[config.mk]
export PLATFORM = sky130hd
export DESIGN_NAME = bim_backplane_mux
export DESIGN_NICKNAME = d
export VERILOG_FILES = /design/src/rtl/bim_pkg.sv /design/src/rtl/bim_phase.sv /design/src/rtl/bim_tx_mux.sv /design/src/rtl/bim_rx_demux.sv /design/src/rtl/bim_backplane_mux.sv
export SDC_FILE = /design/constraint.sdc
export NUM_CORES = 1
export LEC_CHECK = 0
export ABC_AREA = 1
export BUFFER_PORTS_ARGS = -buffer_cell sky130_fd_sc_hd__buf_2
export CAP_MARGIN = 0
export CORE_UTILIZATION = 62
export CTS_BUF_LIST = sky130_fd_sc_hd__clkbuf_8
export DETAILED_ROUTE_END_ITERATION = 12
export GPL_ROUTABILITY_DRIVEN = 0
export PLACE_DENSITY_LB_ADDON = 0.12
export SLEW_MARGIN = 20
export SYNTH_ARGS = -nofsm -noshare
export SYNTH_HDL_FRONTEND = slang
export SYNTH_SLANG_ARGS = --single-unit
[constraint.sdc]
create_clock -name clk -period 3.1 [get_ports clk]
set_input_delay 0.775 -clock clk [delete_from_list [all_inputs] [get_ports clk]]
set_output_delay 0.775 -clock clk [all_outputs]
set_load 0.02 [all_outputs]
[src/rtl/bim_pkg.sv]
`timescale 1ns/1ps
package bim_pkg;

  // Backplane mode as seen on the active-low select pin.
  typedef enum logic {
    MODE_MUX = 1'b0,
    MODE_DED = 1'b1
  } bim_mode_e;

  localparam int unsigned BIM_LINKS_DEF = 4;
  localparam int unsigned BIM_BITS_DEF  = 256;

  // Streams per link: one PCM and one signaling.
  localparam int unsigned BIM_STREAMS_PER_LINK = 2;

endpackage

[src/rtl/bim_phase.sv]
`timescale 1ns/1ps
module bim_phase #(
  parameter int unsigned FRAME_LEN = 2048,
  parameter int unsigned GROUP     = 8,
  localparam int unsigned PH_W     = $clog2(FRAME_LEN),
  localparam int unsigned SLOT_W   = $clog2(GROUP)
) (
  input  logic              clk,
  input  logic              rst_n,
  input  logic              fp,
  output logic [SLOT_W-1:0] slot,
  output logic              top
);

  localparam logic [PH_W-1:0] LAST = PH_W'(FRAME_LEN - 1);

  logic [PH_W-1:0] ph_q;
  logic [PH_W-1:0] ph_d;

  // A pulse forces phase 0; otherwise count and wrap at the frame end.
  always_comb begin
    if (fp) begin
      ph_d = '0;
    end else if (ph_q == LAST) begin
      ph_d = '0;
    end else begin
      ph_d = ph_q + 1'b1;
    end
  end

  // Reset to the last phase so no group start is signalled in reset.
  always_ff @(posedge clk or negedge rst_n) begin
    if (!rst_n) begin
      ph_q <= LAST;
    end else begin
      ph_q <= ph_d;
    end
  end

  assign slot = ph_q[SLOT_W-1:0];
  assign top  = (ph_q == '0);

  // a sampled pulse makes the following clock phase 0
  a_r4_fp_zero: assert property (@(posedge clk) disable iff (!rst_n)
    fp |=> (ph_q == '0));

  // without a pulse the phase steps by one and wraps at the frame end
  a_r8_step: assert property (@(posedge clk) disable iff (!rst_n)
    !fp |=> (ph_q == (($past(ph_q) == LAST) ? '0 : $past(ph_q) + 1'b1)));

endmodule

[src/rtl/bim_tx_mux.sv]
`timescale 1ns/1ps
module bim_tx_mux
  import bim_pkg::*;
#(
  parameter int unsigned N_LINKS   = 4,
  parameter int unsigned FRAME_LEN = 2048
) (
  input  logic               clk,
  input  logic               rst_n,
  input  bim_mode_e          mode,
  input  logic               fp,
  input  logic [N_LINKS-1:0] pcm,
  input  logic [N_LINKS-1:0] sig,
  output logic               ser,
  output logic               take,
  output logic               take_frm,
  output logic [N_LINKS-1:0] pcm_ded,
  output logic [N_LINKS-1:0] sig_ded
);

  localparam int unsigned GROUP  = BIM_STREAMS_PER_LINK * N_LINKS;
  localparam int unsigned SLOT_W = $clog2(GROUP);
  localparam logic [SLOT_W-1:0] SLOT_LAST = SLOT_W'(GROUP - 1);

  logic [SLOT_W-1:0] slot;
  logic              top;
  logic [GROUP-1:0]  grp_in;
  logic [GROUP-1:0]  grp_q;
  logic [GROUP-1:0]  grp_d;
  logic              grp_ld;
  logic              ded;

  logic               ser_q;
  logic               ser_d;
  logic [N_LINKS-1:0] pcm_ded_q;
  logic [N_LINKS-1:0] pcm_ded_d;
  logic [N_LINKS-1:0] sig_ded_q;
  logic [N_LINKS-1:0] sig_ded_d;

  bim_phase #(
    .FRAME_LEN (FRAME_LEN),
    .GROUP     (GROUP)
  ) u_phase (
    .clk   (clk),
    .rst_n (rst_n),
    .fp    (fp),
    .slot  (slot),
    .top   (top)
  );

  // Interleave order: even slots carry PCM, odd slots signaling.
  for (genvar l = 0; l < N_LINKS; l++) begin : g_order
    assign grp_in[2*l]   = pcm[l];
    assign grp_in[2*l+1] = sig[l];
  end

  assign ded = (mode == MODE_DED);

  // The next clock is slot 0 on a pulse or after the last slot.
  assign grp_ld = fp || (slot == SLOT_LAST);

  always_comb begin
    grp_d = grp_q;
    if (grp_ld) begin
      grp_d = grp_in;
    end
  end

  always_ff @(posedge clk or negedge rst_n) begin
    if (!rst_n) begin
      grp_q <= '0;
    end else begin
      grp_q <= grp_d;
    end
  end

  // Falling-edge launch of serial data and dedicated pins.
  always_comb begin
    if (ded) begin
      ser_d     = 1'b0;
      pcm_ded_d = pcm;
      sig_ded_d = sig;
    end else begin
      ser_d     = grp_q[slot];
      pcm_ded_d = '0;
      sig_ded_d = '0;
    end
  end

  always_ff @(negedge clk or negedge rst_n) begin
    if (!rst_n) begin
      ser_q     <= 1'b0;
      pcm_ded_q <= '0;
      sig_ded_q <= '0;
    end else begin
      ser_q     <= ser_d;
      pcm_ded_q <= pcm_ded_d;
      sig_ded_q <= sig_ded_d;
    end
  end

  assign ser      = ser_q;
  assign pcm_ded  = pcm_ded_q;
  assign sig_ded  = sig_ded_q;
  assign take     = (slot == '0);
  assign take_frm = top;

  // dedicated mode silences the serial output
  a_r9_ser_quiet: assert property (@(negedge clk) disable iff (!rst_n)
    ded |=> (ser_q == 1'b0));

  // multiplexed mode parks the dedicated pins low
  a_r10_ded_quiet: assert property (@(negedge clk) disable iff (!rst_n)
    !ded |=> ((pcm_ded_q == '0) && (sig_ded_q == '0)));

  // a take is never followed by another unless a pulse realigns
  a_r2_take_single: assert property (@(posedge clk) disable iff (!rst_n)
    (take && !fp) |=> !take);

endmodule

[src/rtl/bim_rx_demux.sv]
`timescale 1ns/1ps
module bim_rx_demux
  import bim_pkg::*;
#(
  parameter int unsigned N_LINKS   = 4,
  parameter int unsigned FRAME_LEN = 2048
) (
  input  logic               clk,
  input  logic               rst_n,
  input  bim_mode_e          mode,
  input  logic               ser,
  input  logic               fp,
  input  logic [N_LINKS-1:0] pcm_pin,
  input  logic [N_LINKS-1:0] sig_pin,
  output logic [N_LINKS-1:0] pcm,
  output logic [N_LINKS-1:0] sig,
  output logic [N_LINKS-1:0] pcm_vld,
  output logic [N_LINKS-1:0] sig_vld,
  output logic               frm
);

  localparam int unsigned GROUP  = BIM_STREAMS_PER_LINK * N_LINKS;
  localparam int unsigned SLOT_W = $clog2(GROUP);

  // Stage 1: sampled inputs; the phase counter tracks the sampled bit.
  logic               ser_q;
  logic               fp_q;
  logic               ded_q;
  logic [N_LINKS-1:0] pcm_pin_q;
  logic [N_LINKS-1:0] sig_pin_q;
  logic [SLOT_W-1:0]  slot;
  logic               top;

  // Stage 2: routed outputs.
  logic [N_LINKS-1:0] pcm_q, pcm_d;
  logic [N_LINKS-1:0] sig_q, sig_d;
  logic [N_LINKS-1:0] pcm_vld_q, pcm_vld_d;
  logic [N_LINKS-1:0] sig_vld_q, sig_vld_d;
  logic               frm_q, frm_d;

  bim_phase #(
    .FRAME_LEN (FRAME_LEN),
    .GROUP     (GROUP)
  ) u_phase (
    .clk   (clk),
    .rst_n (rst_n),
    .fp    (fp),
    .slot  (slot),
    .top   (top)
  );

  always_ff @(posedge clk or negedge rst_n) begin
    if (!rst_n) begin
      ser_q     <= 1'b0;
      fp_q      <= 1'b0;
      ded_q     <= 1'b0;
      pcm_pin_q <= '0;
      sig_pin_q <= '0;
    end else begin
      ser_q     <= ser;
      fp_q      <= fp;
      ded_q     <= (mode == MODE_DED);
      pcm_pin_q <= pcm_pin;
      sig_pin_q <= sig_pin;
    end
  end

  always_comb begin
    pcm_d     = pcm_q;
    sig_d     = sig_q;
    pcm_vld_d = '0;
    sig_vld_d = '0;
    frm_d     = 1'b0;
    if (ded_q) begin
      pcm_d     = pcm_pin_q;
      sig_d     = sig_pin_q;
      pcm_vld_d = '1;
      sig_vld_d = '1;
      frm_d     = fp_q;
    end else begin
      for (int l = 0; l < N_LINKS; l++) begin
        if (slot == SLOT_W'(2*l)) begin
          pcm_vld_d[l] = 1'b1;
          pcm_d[l]     = ser_q;
        end
        if (slot == SLOT_W'(2*l+1)) begin
          sig_vld_d[l] = 1'b1;
          sig_d[l]     = ser_q;
        end
      end
      frm_d = top;
    end
  end

  always_ff @(posedge clk or negedge rst_n) begin
    if (!rst_n) begin
      pcm_q     <= '0;
      sig_q     <= '0;
      pcm_vld_q <= '0;
      sig_vld_q <= '0;
      frm_q     <= 1'b0;
    end else begin
      pcm_q     <= pcm_d;
      sig_q     <= sig_d;
      pcm_vld_q <= pcm_vld_d;
      sig_vld_q <= sig_vld_d;
      frm_q     <= frm_d;
    end
  end

  assign pcm     = pcm_q;
  assign sig     = sig_q;
  assign pcm_vld = pcm_vld_q;
  assign sig_vld = sig_vld_q;
  assign frm     = frm_q;

  // in multiplexed mode no two streams are strobed together
  a_r6_onehot: assert property (@(posedge clk) disable iff (!rst_n)
    !$past(ded_q) |-> $onehot0({pcm_vld_q, sig_vld_q}));

  // the frame marker rides with the first PCM stream
  a_r8_frm_pcm1: assert property (@(posedge clk) disable iff (!rst_n)
    (frm_q && !$past(ded_q)) |-> pcm_vld_q[0]);

  // dedicated mode strobes every stream each clock
  a_r11_ded_all_vld: assert property (@(posedge clk) disable iff (!rst_n)
    $past(ded_q) |-> (&{pcm_vld_q, sig_vld_q}));

endmodule

[src/rtl/bim_backplane_mux.sv]
`timescale 1ns/1ps
module bim_backplane_mux
  import bim_pkg::*;
#(
  parameter int unsigned N_LINKS        = BIM_LINKS_DEF,
  parameter int unsigned BITS_PER_FRAME = BIM_BITS_DEF
) (
  input  logic               clk,
  input  logic               rst_n,
  input  logic               mux_en_n,
  input  logic [N_LINKS-1:0] ob_pcm,
  input  logic [N_LINKS-1:0] ob_sig,
  input  logic               ob_fp,
  output logic               ob_ser,
  output logic               ob_take,
  output logic               ob_take_frm,
  output logic [N_LINKS-1:0] ob_pcm_ded,
  output logic [N_LINKS-1:0] ob_sig_ded,
  input  logic               ib_ser,
  input  logic               ib_fp,
  input  logic [N_LINKS-1:0] ib_pcm_ded,
  input  logic [N_LINKS-1:0] ib_sig_ded,
  output logic [N_LINKS-1:0] ib_pcm,
  output logic [N_LINKS-1:0] ib_sig,
  output logic [N_LINKS-1:0] ib_pcm_vld,
  output logic [N_LINKS-1:0] ib_sig_vld,
  output logic               ib_frm
);

  // Interleaved frame length; must be a power of two.
  localparam int unsigned FRAME_LEN = BITS_PER_FRAME * BIM_STREAMS_PER_LINK * N_LINKS;

  logic      rst_meta_q;
  logic      rst_sync_q;
  bim_mode_e mode;

  // Asynchronous assertion, synchronous release.
  always_ff @(posedge clk or negedge rst_n) begin
    if (!rst_n) begin
      rst_meta_q <= 1'b0;
      rst_sync_q <= 1'b0;
    end else begin
      rst_meta_q <= 1'b1;
      rst_sync_q <= rst_meta_q;
    end
  end

  assign mode = bim_mode_e'(mux_en_n);

  bim_tx_mux #(
    .N_LINKS   (N_LINKS),
    .FRAME_LEN (FRAME_LEN)
  ) u_tx (
    .clk      (clk),
    .rst_n    (rst_sync_q),
    .mode     (mode),
    .fp       (ob_fp),
    .pcm      (ob_pcm),
    .sig      (ob_sig),
    .ser      (ob_ser),
    .take     (ob_take),
    .take_frm (ob_take_frm),
    .pcm_ded  (ob_pcm_ded),
    .sig_ded  (ob_sig_ded)
  );

  bim_rx_demux #(
    .N_LINKS   (N_LINKS),
    .FRAME_LEN (FRAME_LEN)
  ) u_rx (
    .clk     (clk),
    .rst_n   (rst_sync_q),
    .mode    (mode),
    .ser     (ib_ser),
    .fp      (ib_fp),
    .pcm_pin (ib_pcm_ded),
    .sig_pin (ib_sig_ded),
    .pcm     (ib_pcm),
    .sig     (ib_sig),
    .pcm_vld (ib_pcm_vld),
    .sig_vld (ib_sig_vld),
    .frm     (ib_frm)
  );

endmodule

# Yosys cells after proc, flatten, opt, wreduce, memory -nomap -nowiden
# Cells that the tools add are included.
[word_totals]
ff_bits = 69
out_inout_bits = 28
elab_cells = 80
[op_classes]
add_sub_neg = 2
n_lt_le_gt_ge = 1
eq_ne = 10
n_mux = 30
reduce_logical = 13
[ops]
columns = ["op", "count"]
rows = [
  ["two-way mux 11 bit", 4],
  ["two-way mux 4 bit", 6],
  ["adder 11 x 1 -> 11 bit, second input constant", 2],
  ["== test 11 bit, second input constant", 2],
  ["zero test 11 bit", 2],
  ["two-way mux 1 bit", 19],
  ["nonzero test 2 bit", 8],
  ["== test 3 bit, second input constant", 5],
  ["== test 3 x 2 -> 1 bit, second input constant", 2],
  ["zero test 3 bit", 2],
  ["< comparator 3 x 4 -> 1 bit, second input constant", 1],
  ["binary-select mux 1 bit (select 3 bit)", 1],
  ["== test 3 x 1 -> 1 bit, second input constant", 1],
  ["logical OR 1 bit", 1],
]

# Depth between registers and ports, before layout
[logic_depth]
depth_word = 3
depth_mapped = 7
ltp_nobuf = 7

# By module
# From an unflattened synthesis, not the netlist that was laid out.
[hier_totals]
cells_unflattened = 347
hier_area_um2 = 3164.3
[by_module_without_submodules]
columns = ["mod", "n_inst", "cells_each", "area_per_inst_um2"]
rows = [
  ["bim_phase", 2, 84, 670.6],
  ["bim_rx_demux", 1, 95, 1021.0],
  ["bim_tx_mux", 1, 81, 748.2],
  ["bim_backplane_mux", 1, 3, 53.8],
]

==> results_dict.tcl <==
set metrics [dict create \
    rows 24 \
    numPortBuffers 49 \
    hold_viol 0 \
    cp_num_buf_inv 1 \
    ios 50 \
    coreArea_mm2 0.004414 \
    antenna_found_initial 0 \
    slowest_stage "dfrtn_1" \
    wl_met3_um 238 \
    path_max_fanout 1 \
    routed-wl-met2_um 2675 \
    cpPeakStageDelay_ps 430 \
    clk_path_buf_depth 2 \
    syn_nets 340 \
    synthArstFlopShare 1.000 \
    status "complete, but fails checks" \
    wl_per_cell_um 11.96 \
    p_leak_nw 1.740 \
    highest_layer "met4" \
    fillers 302 \
    drtAntennaViolNets 0 \
    synth_area_leaders "dfrtp_1 33%, dfstp_2 20%, dfrtn_1 7.8%" \
    totalWireLength_um 5070 \
    worst_slew_pin_slew_ps 617.6 \
    synth-edff-count 0 \
    crit_type "reg2out" \
    crit_cells 1 \
    placed_area_mm2 0.003201 \
    diodes 0 \
    yosys_warnings 0 \
    chipHeight_um 70.31 \
    start_kind "flip-flop" \
    cp-end-kind "output pin" \
    drc 0 \
    synth_area_mm2 0.002893 \
    grt_pass1_wl_um 9239 \
    ys_top_cells_by_count "59 x nand2_1, 52 x inv_1, 41 x nor2_1" \
    vias 2088 \
    fin_ws_ps -110.6 \
    clockRootBuffer "clkbuf_8" \
    area_growth_pct 20.42 \
    slew_viol_final 0 \
    path_clk_slew_ps 70 \
    netlist.area_leader.share 0.3287 \
    wl_met1_um 2098 \
    die-width_um 70.31 \
    vias_per_cell 4.925 \
    cts_max_level 3 \
    skew_ps 10.46 \
    drt_iter0_markers 124 \
    clock_latency_ps 340 \
    initial_core_util 0.6553 \
    slew-limit-headroom 0.5883 \
    dp_hpwl_um 3452 \
    cp.arrival_ps 2440 \
    synth_top_cell_by_area "dfrtp_1" \
    cp_cell_sequence "buf_6" \
    maxCapViolations 0 \
    drive_gt1_frac 0.2634 \
    dp_slack_ps 238.1 \
    drt_pre_antenna_iters 4 \
    yosys_most_used_dff "dfrtp_1" \
    setup_viol 9 \
    synth_cell_types 24 \
    nets 398 \
    yosys.cell_count.top_type "nand2_1" \
    grt_overflow 0 \
    required_ps 2320 \
    rr_worst_depth 5 \
    violations "negative setup slack" \
    grt_pass1_vias 2110 \
    critPathTopFamily "flip-flops" \
    ys_seq_area_frac 0.6064 \
    syn_inst 309 \
    clock_sinks 69 \
    stdcell_area_mm2 0.003483 \
    power.density_mw_per_mm2 577.6 \
    cts_tree "yes" \
    ys_seq_elements 69 \
    grt_max_degree 33 \
    die_area_mm2 0.004943 \
    avgSynthCellArea_um2 9.362 \
    max-vdd-ir-drop_mv 0.4679 \
    min_path_type "in2async" \
    grt_usage 0.2448 \
    rsz0062_at_grt "true" \
    numCtsBuffers 9 \
]
final timing paths:
check / from / to / slack [ps]
hold / removal: rst_n / rst_meta_q$_DFF_PN0_ / 210
max in group asynchronous: rst_sync_q$_DFF_PN0_ / u_tx.ser$_DFF_NN0_ / 1050
setup reg to reg: u_tx.u_phase.ph_q[0]$_DFF_PN1_ / u_tx.ser$_DFF_NN0_ / 420
setup / recovery: u_tx.pcm_ded[3]$_DFF_NN0_ / ob_pcm_ded[3] / -110
min in group clk: rst_meta_q$_DFF_PN0_ / rst_sync_q$_DFF_PN0_ / 360
hold reg to reg: rst_sync_q$_DFF_PN0_ / u_rx.ser_q$_DFF_PN0_ / 230
metrics by stage:
| step | power (mW) | setup TNS, ps | hold WS [ps] | utilization | cells |
|---|---|---|---|---|---|
| after floorplan | 1.138 | 0 | 331.1 | - | 309 |
| after global placement | 1.208 | 0 | 239.7 | 0.7251 | 408 |
| after detailed placement | 1.214 | 0 | 250.0 | 0.7251 | 408 |
| after CTS | 2.038 | -814.6 | 188.0 | 0.7883 | 424 |
| after global routing | 2.112 | -1017 | 178.8 | 0.7891 | 424 |
| final | 2.012 | -692.8 | 207.2 | 0.7891 | 424 |
cell families (layout without fill, tap and decap cells):
family / after synthesis / count (layout) / share of synthesized area
AND/OR/NAND/NOR: 130 / 130 / 0.1929
flip-flops: 69 / 69 / 0.6064
buffers and inverters: 56 / 119 / 0.07396
AO/OA/AOI/OAI: 39 / 39 / 0.07137
adder cells (fa/ha/maj): 9 / 9 / 0.03893
XOR/XNOR: 5 / 5 / 0.01514
other: 1 / 1 / 0.001296
layout make-up:
type / instances / area, um2 / share of cell area
clock buffers: 11 / 151.4 / 0.04346
clock inverters: 5 / 75.07 / 0.02155
inverters: 52 / 195.2 / 0.05603
multi-input cells: 184 / 924.6 / 0.2654
flip-flops and latches: 69 / 1755 / 0.5040
well taps: 52 / 65.06 / 0.01868
repair buffers: 51 / 316.6 / 0.09088
sequential cells by signal (all words and copies together), names as in the netlist:
| name | flops |
|---|---|
| rst_meta_q | 1 |
| rst_sync_q | 1 |
| u_rx.ded_q | 1 |
| u_rx.fp_q | 1 |
| u_rx.frm | 1 |
| u_rx.pcm | 4 |
| u_rx.pcm_pin_q | 4 |
| u_rx.pcm_vld | 4 |
| u_rx.ser_q | 1 |
| u_rx.sig | 4 |
| u_rx.sig_pin_q | 4 |
| u_rx.sig_vld | 4 |
| u_rx.u_phase.ph_q | 11 |
| u_tx.grp_q | 8 |
| u_tx.pcm_ded | 4 |
| u_tx.ser | 1 |
| u_tx.sig_ded | 4 |
| u_tx.u_phase.ph_q | 11 |
cells in the final DEF (no fill, tap or decap), types with 2 or more instances in the layout:
master     synthesis  final
nand3_1           16     16
nor2_1            41     41
a21oi_1           26     26
xor2_1             4      4
nor2_4             2      2
nand3_2            2      2
nor2_2             3      3
dfrtn_1            9      9
ha_1               9      9
nand2_2            2      2
clkbuf_8           0     11
buf_2              3     40
dfstp_2           22     22
dfrtp_1           38     37
nand2_1           59     59
nor3_1             3      3
inv_1             52     54
o21ai_0           10     10
buf_4              0      2
bufinv_16          0      2
buf_6              0      9
o21ai_1            2      2
per-layer routing:
metal / global-route usage / up-vias
met3: 0.08947 / 5
li1: - / 1061
met2: 0.4148 / 50
met4: 0.09556 / 0
met1: 0.2806 / 972
met5: 0 / -
where the power goes:
part,switching [mW],internal [mW]
Sequential,0.0371,0.961
Clock,0.312,0.491
Combinational,0.133,0.0776
worst reg2reg max path, delay by kind of cell (launching register included):
kind | cells | cell delay (ps)
simple gates | 5 | 350
flops | 1 | 620
timing repair:
action / 4_1_cts / 5_1_grt
hold buffers: 0 / 0
endpoints found under the setup margin: 9 / 9
setup buffers: 0 / 0
resized for setup: 17 / 1
(Power assumes the default switching activity.)
